===== config.mk =====
export PLATFORM = sky130hd
export DESIGN_NAME = irq_aggregator
export DESIGN_NICKNAME = d
export VERILOG_FILES = /design/src/rtl/irqagg_pkg.sv /design/src/rtl/irq_event_select.sv /design/src/rtl/irq_pending_bank.sv /design/src/rtl/cable_status_reg.sv /design/src/rtl/irq_aggregator.sv
export SDC_FILE = /design/constraint.sdc
export NUM_CORES = 1
export LEC_CHECK = 0
export BUFFER_PORTS_ARGS = -buffer_cell sky130_fd_sc_hd__buf_2
export CORE_MARGIN = 2
export CORE_UTILIZATION = 39
export DETAILED_ROUTE_END_ITERATION = 8
export HOLD_SLACK_MARGIN = 0.06
export MAX_ROUTING_LAYER = met4
export PLACE_DENSITY = 0.75
export SYNTH_ARGS = -nofsm -noshare
export SYNTH_HDL_FRONTEND = slang
export SYNTH_HIERARCHICAL = 1
export SYNTH_SLANG_ARGS = --single-unit

===== constraint.sdc =====
create_clock -name clk -period 1 [get_ports clk]
set_input_delay 0.1 -clock clk [delete_from_list [all_inputs] [get_ports clk]]
set_output_delay 0.1 -clock clk [all_outputs]
set_load 0.01 [all_outputs]

===== src/rtl/irqagg_pkg.sv =====
package irqagg_pkg;
  typedef enum logic [1:0] {
    TRIG_CARRY        = 2'd0,
    TRIG_COMPARE      = 2'd1,
    TRIG_CARRY_BORROW = 2'd2,
    TRIG_INDEX        = 2'd3
  } trig_e;

  localparam int ADDR_W = 5;
  localparam int DATA_W = 8;

  localparam logic [ADDR_W-1:0] OFS_PENDING = 5'h10;
  localparam logic [ADDR_W-1:0] OFS_CHAN_OP = 5'h11;
  localparam logic [ADDR_W-1:0] OFS_MASK    = 5'h12;
  localparam logic [ADDR_W-1:0] OFS_CABLE   = 5'h17;

  localparam logic [DATA_W-1:0] OP_IRQ_ON  = 8'h04;
  localparam logic [DATA_W-1:0] OP_IRQ_OFF = 8'h01;
endpackage


===== src/rtl/irq_event_select.sv =====
module irq_event_select
  import irqagg_pkg::*;
#(
  parameter int N_CH = 8
) (
  input  logic [N_CH-1:0]   carry,
  input  logic [N_CH-1:0]   compare,
  input  logic [N_CH-1:0]   borrow,
  input  logic [N_CH-1:0]   index,
  input  logic [2*N_CH-1:0] trig_sel,
  output logic [N_CH-1:0]   hit
);
  for (genvar i = 0; i < N_CH; i++) begin : g_ch
    trig_e code;
    assign code = trig_e'(trig_sel[2*i +: 2]);
    always_comb begin
      unique case (code)
        TRIG_CARRY:        hit[i] = carry[i];
        TRIG_COMPARE:      hit[i] = compare[i];
        TRIG_CARRY_BORROW: hit[i] = carry[i] | borrow[i];
        TRIG_INDEX:        hit[i] = index[i];
        default:           hit[i] = 1'b0;
      endcase
    end
  end
endmodule


===== src/rtl/irq_pending_bank.sv =====
module irq_pending_bank #(
  parameter int N_CH = 8
) (
  input  logic            clk,
  input  logic            rst_n,
  input  logic [N_CH-1:0] hit,
  input  logic [N_CH-1:0] mask,
  input  logic            clear,
  output logic [N_CH-1:0] pend
);
  logic [N_CH-1:0] pend_nxt;
  logic [N_CH-1:0] armed;

  assign armed = hit & mask;

  always_comb begin
    pend_nxt = pend;
    if (clear) pend_nxt = '0;
    pend_nxt = pend_nxt | armed;
  end

  always_ff @(posedge clk or negedge rst_n) begin
    if (!rst_n) pend <= '0;
    else        pend <= pend_nxt;
  end


  no_spurious_pend_chk: assert property (@(posedge clk) disable iff (!rst_n)
    1'b1 |=> ((pend & ~$past(pend) & ~$past(hit & mask)) == '0));


  event_latch_chk: assert property (@(posedge clk) disable iff (!rst_n)
    ((hit & mask) != '0) |=> ((pend & $past(hit & mask)) == $past(hit & mask)));


  pend_hold_chk: assert property (@(posedge clk) disable iff (!rst_n)
    !clear |=> ((pend & $past(pend)) == $past(pend)));
endmodule


===== src/rtl/cable_status_reg.sv =====
module cable_status_reg #(
  parameter int N_CH = 8
) (
  input  logic            clk,
  input  logic            rst_n,
  input  logic            wr_en,
  input  logic [N_CH-1:0] wdata,
  input  logic [N_CH-1:0] cable_good,
  output logic [N_CH-1:0] status
);
  logic [N_CH-1:0] en_n, en_n_nxt;

  always_comb begin
    en_n_nxt = en_n;
    if (wr_en) en_n_nxt = wdata;
  end

  always_ff @(posedge clk or negedge rst_n) begin
    if (!rst_n) en_n <= '1;
    else        en_n <= en_n_nxt;
  end

  assign status = en_n | cable_good;


  cable_write_chk: assert property (@(posedge clk) disable iff (!rst_n)
    wr_en |=> ((status | cable_good) == ($past(wdata) | cable_good)));
endmodule


===== src/rtl/irq_aggregator.sv =====
module irq_aggregator
  import irqagg_pkg::*;
#(
  parameter int N_CH = 8
) (
  input  logic                clk,
  input  logic                rst_n,
  input  logic                bus_wr,
  input  logic [ADDR_W-1:0]   bus_addr,
  input  logic [DATA_W-1:0]   bus_wdata,
  output logic [DATA_W-1:0]   bus_rdata,
  input  logic [N_CH-1:0]     evt_carry,
  input  logic [N_CH-1:0]     evt_compare,
  input  logic [N_CH-1:0]     evt_borrow,
  input  logic [N_CH-1:0]     evt_index,
  input  logic [2*N_CH-1:0]   trig_sel,
  input  logic [N_CH-1:0]     cable_good,
  output logic                irq_o
);
  localparam int PAD_W = DATA_W - N_CH;

  logic            wr_op, wr_mask, wr_cable;
  logic            op_on, op_off;
  logic [N_CH-1:0] mask, mask_nxt;
  logic            func_en, func_en_nxt;
  logic [N_CH-1:0] hit, pend, cable_stat;

  assign wr_op    = bus_wr && (bus_addr == OFS_CHAN_OP);
  assign wr_mask  = bus_wr && (bus_addr == OFS_MASK);
  assign wr_cable = bus_wr && (bus_addr == OFS_CABLE);
  assign op_on    = wr_op && (bus_wdata == OP_IRQ_ON);
  assign op_off   = wr_op && (bus_wdata == OP_IRQ_OFF);

  irq_event_select #(.N_CH(N_CH)) u_sel (
    .carry    (evt_carry),
    .compare  (evt_compare),
    .borrow   (evt_borrow),
    .index    (evt_index),
    .trig_sel (trig_sel),
    .hit      (hit)
  );

  irq_pending_bank #(.N_CH(N_CH)) u_pend (
    .clk   (clk),
    .rst_n (rst_n),
    .hit   (hit),
    .mask  (mask),
    .clear (op_on),
    .pend  (pend)
  );

  cable_status_reg #(.N_CH(N_CH)) u_cable (
    .clk        (clk),
    .rst_n      (rst_n),
    .wr_en      (wr_cable),
    .wdata      (bus_wdata[N_CH-1:0]),
    .cable_good (cable_good),
    .status     (cable_stat)
  );

  always_comb begin
    mask_nxt    = mask;
    func_en_nxt = func_en;
    if (wr_mask) mask_nxt = bus_wdata[N_CH-1:0];
    if (op_on)       func_en_nxt = 1'b1;
    else if (op_off) func_en_nxt = 1'b0;
  end

  always_ff @(posedge clk or negedge rst_n) begin
    if (!rst_n) begin
      mask    <= '0;
      func_en <= 1'b0;
    end else begin
      mask    <= mask_nxt;
      func_en <= func_en_nxt;
    end
  end

  assign irq_o = func_en & (|pend);

  always_comb begin
    bus_rdata = '0;
    unique case (bus_addr)
      OFS_PENDING: bus_rdata = {{PAD_W{1'b0}}, pend};
      OFS_CABLE:   bus_rdata = {{PAD_W{1'b1}}, cable_stat};
      default:     bus_rdata = '0;
    endcase
  end


  irq_off_chk: assert property (@(posedge clk) disable iff (!rst_n)
    op_off |=> !irq_o);


  irq_clear_chk: assert property (@(posedge clk) disable iff (!rst_n)
    (op_on && ((hit & mask) == '0)) |=> !irq_o);


  irq_needs_pend_chk: assert property (@(posedge clk) disable iff (!rst_n)
    irq_o |-> (pend != '0));
endmodule


==> run metrics <==
outcome complete, but fails checks; failing checks negative setup slack; Max Cap Violations 0; # nets final between 300 and 400; top cell type's share of synthesized area 28.9%; Routed Antenna Nets 0; Worst Tran Pin Value 558 ps; maximum clock frequency around 0.78 GHz; sequential fraction of the synthesis area 43.2%; GRT overflow 0; global-route wire length before repair 6310 um; layout cells sized above 1 approximately 64%; post-layout minimum cycle time between 1000 and 1500 ps; Core Area 3630 um^2; CP arrival around 1200 ps; first-pass detailed-route iteration total 4; full die area ~4300 um^2; max-slew violation count 0; ranking of synthesized cells by area dfrtp_1, mux2_4, dfstp_2; GP Congestion between 0.8 and 0.9; clk buf depth 2; final hold violation count 0; Synth Register Bits 25; antenna fix cells 0; reg2reg path depth 2; Synth Net Count 201; Die Wd between 60 and 70 um; RSZ-0062 raised after global routing yes; Syn-to-layout area delta 53.7%; pin count of the biggest net entering global routing 26; row count 22; share of the core filled with cells 62.2%; Setup TNS Final -2350 ps; VDD IR max 0.798 mV; drc violations 0; largest area contributor in the netlist dfrtp_1; Syn Area/Cell 11.4 um^2; period utilization 128%; Most used DFF post-synth dfrtp_1; DR vias 1379; CP startpoint kind register; Syn. warnings 6; quantity of I/O buffers inserted on ports 80; Worst-path clk slew 80 ps; Sink Count 25; Slew headroom 62.8%; vias in the first global route 1413; CP endpoint kind output port; final WL 3880 um; most frequent cells after synthesis dfrtp_1, mux2_4, inv_1; dpl hpwl 2990 um; worst skew pair latency 260 ps; ys async rst share 100%; final setup fails 9; die height ~65 um; post-DR vias/cell 4.87; DRT iter0 DRCs roughly 50; kind of critical path reg -> out; H-tree levels 1; Post-Synthesis Cells roughly 130; Syn Std Cell Area 1470 um^2; GRT Util Overall 19.6%; initial antenna violation count 0; total CTS buffers 3; HP Class in -> reg; total power about 2.5 mW; reg2reg setup slack 120 ps; CP required approximately 900 ps; Root Driver clkbuf_8; Initial Util about two fifths; Post-synth EDFFs 0; Yosys cell types 29; TritonCTS clock tree yes; IO Count 81; final worst slack -276 ps; count leader, synth dfrtp_1; PD cells about 1100 nW/um^2; Layout Skew between 7 and 8 ps; Wirelength per Cell 13.7 um; hold path cells 2; WHS 107 ps; leak pwr 1.15 nW; Max Fanout on Critical Path 2; Place WS -306 ps
## layout by cell type (no fill, tap or decap), types with 2 or more instances in the layout
master / n
o221ai_1: 2
clkbuf_8: 3
mux2_4: 16
a211oi_1: 6
buf_2: 75
nand2_1: 8
nor3_4: 2
dfrtp_1: 17
mux2i_1: 8
o21ai_0: 3
nand3b_1: 2
o21ai_1: 5
a21oi_1: 6
a22o_1: 8
buf_4: 20
nor4_2: 2
dfstp_2: 8
buf_6: 7
inv_1: 13
or2_4: 8
## repair_timing
action                     in CTS  in global routing
cloned                          1                  0
setup endpoints to repair      15                 26
gates resized for setup        23                  6
pin swaps                      22                  3
hold buffers                    1                  0
hold endpoints to repair       17                  0
setup buffers                   1                  1
## registers in the layout, summed over array words and instances, names as in the netlist
signal        flops
func_en           1
u_pend/pend       8
u_cable/en_n      8
mask              8
## cell families after synthesis
kind of cell           Yosys count  share of synthesized area (%)
AO/OA/AOI/OAI                   33                           15.4
AND/OR/NAND/NOR                 32                           14.8
flip-flops                      25                           43.2
multiplexers                    24                           21.8
buffers and inverters           15                           4.85
## worst paths after layout
| path | startpoint | to |
|---|---|---|
| setup / recovery | u_cable/en_n[6] | bus_rdata[6] |
| hold / removal | bus_wdata[2] | u_cable/en_n[2] |
| setup reg to reg | func_en | func_en |
| hold reg to reg | mask[0] | u_pend/pend[0] |
| max in group asynchronous | rst_n | u_cable/en_n[0] |
| min in group asynchronous | rst_n | u_pend/pend[7] |
## final cells by class
| type | count | area, um^2 |
|---|---|---|
| inverter | 13 | 48.8 |
| multi-input combinational | 90 | 856 |
| timing repair buffer | 103 | 614 |
| clock inverter | 1 | 5.00 |
| fill | 334 | 1370 |
| sequential | 25 | 636 |
| tap | 48 | 60.1 |
| clock buffer | 3 | 41.3 |
## per-layer routing
| metal | vias up | global-route usage [%] | part of all wire [%] |
|---|---|---|---|
| li1 | 688 | - | - |
| met1 | 652 | 22.6 | 41 |
| met2 | 37 | 35.8 | 54 |
| met3 | 2 | 2.91 | 4.4 |
| met4 | 0 | 4.43 | 0.59 |
| met5 | - | - | 0 |
## worst max-delay path, cell delays in order (launching register included)
cell and delay, ps:
dfstp_2 380, or2_4 220, a22o_1 180, buf_2 130
## stage by stage
step                      cell area [um^2]  cells
final                                 2260    283
after global routing                  2260    283
after CTS                             2220    282
after detailed placement              2080    275
after global placement                2080    275
after floorplan                       1500    129
## report_power, final
part	switching (mW)	internal (mW)	total, mW
logic	0.221	0.424	0.645
clock network	0.292	0.278	0.570
registers	0.0714	1.18	1.25
(Power assumes the default switching activity.)
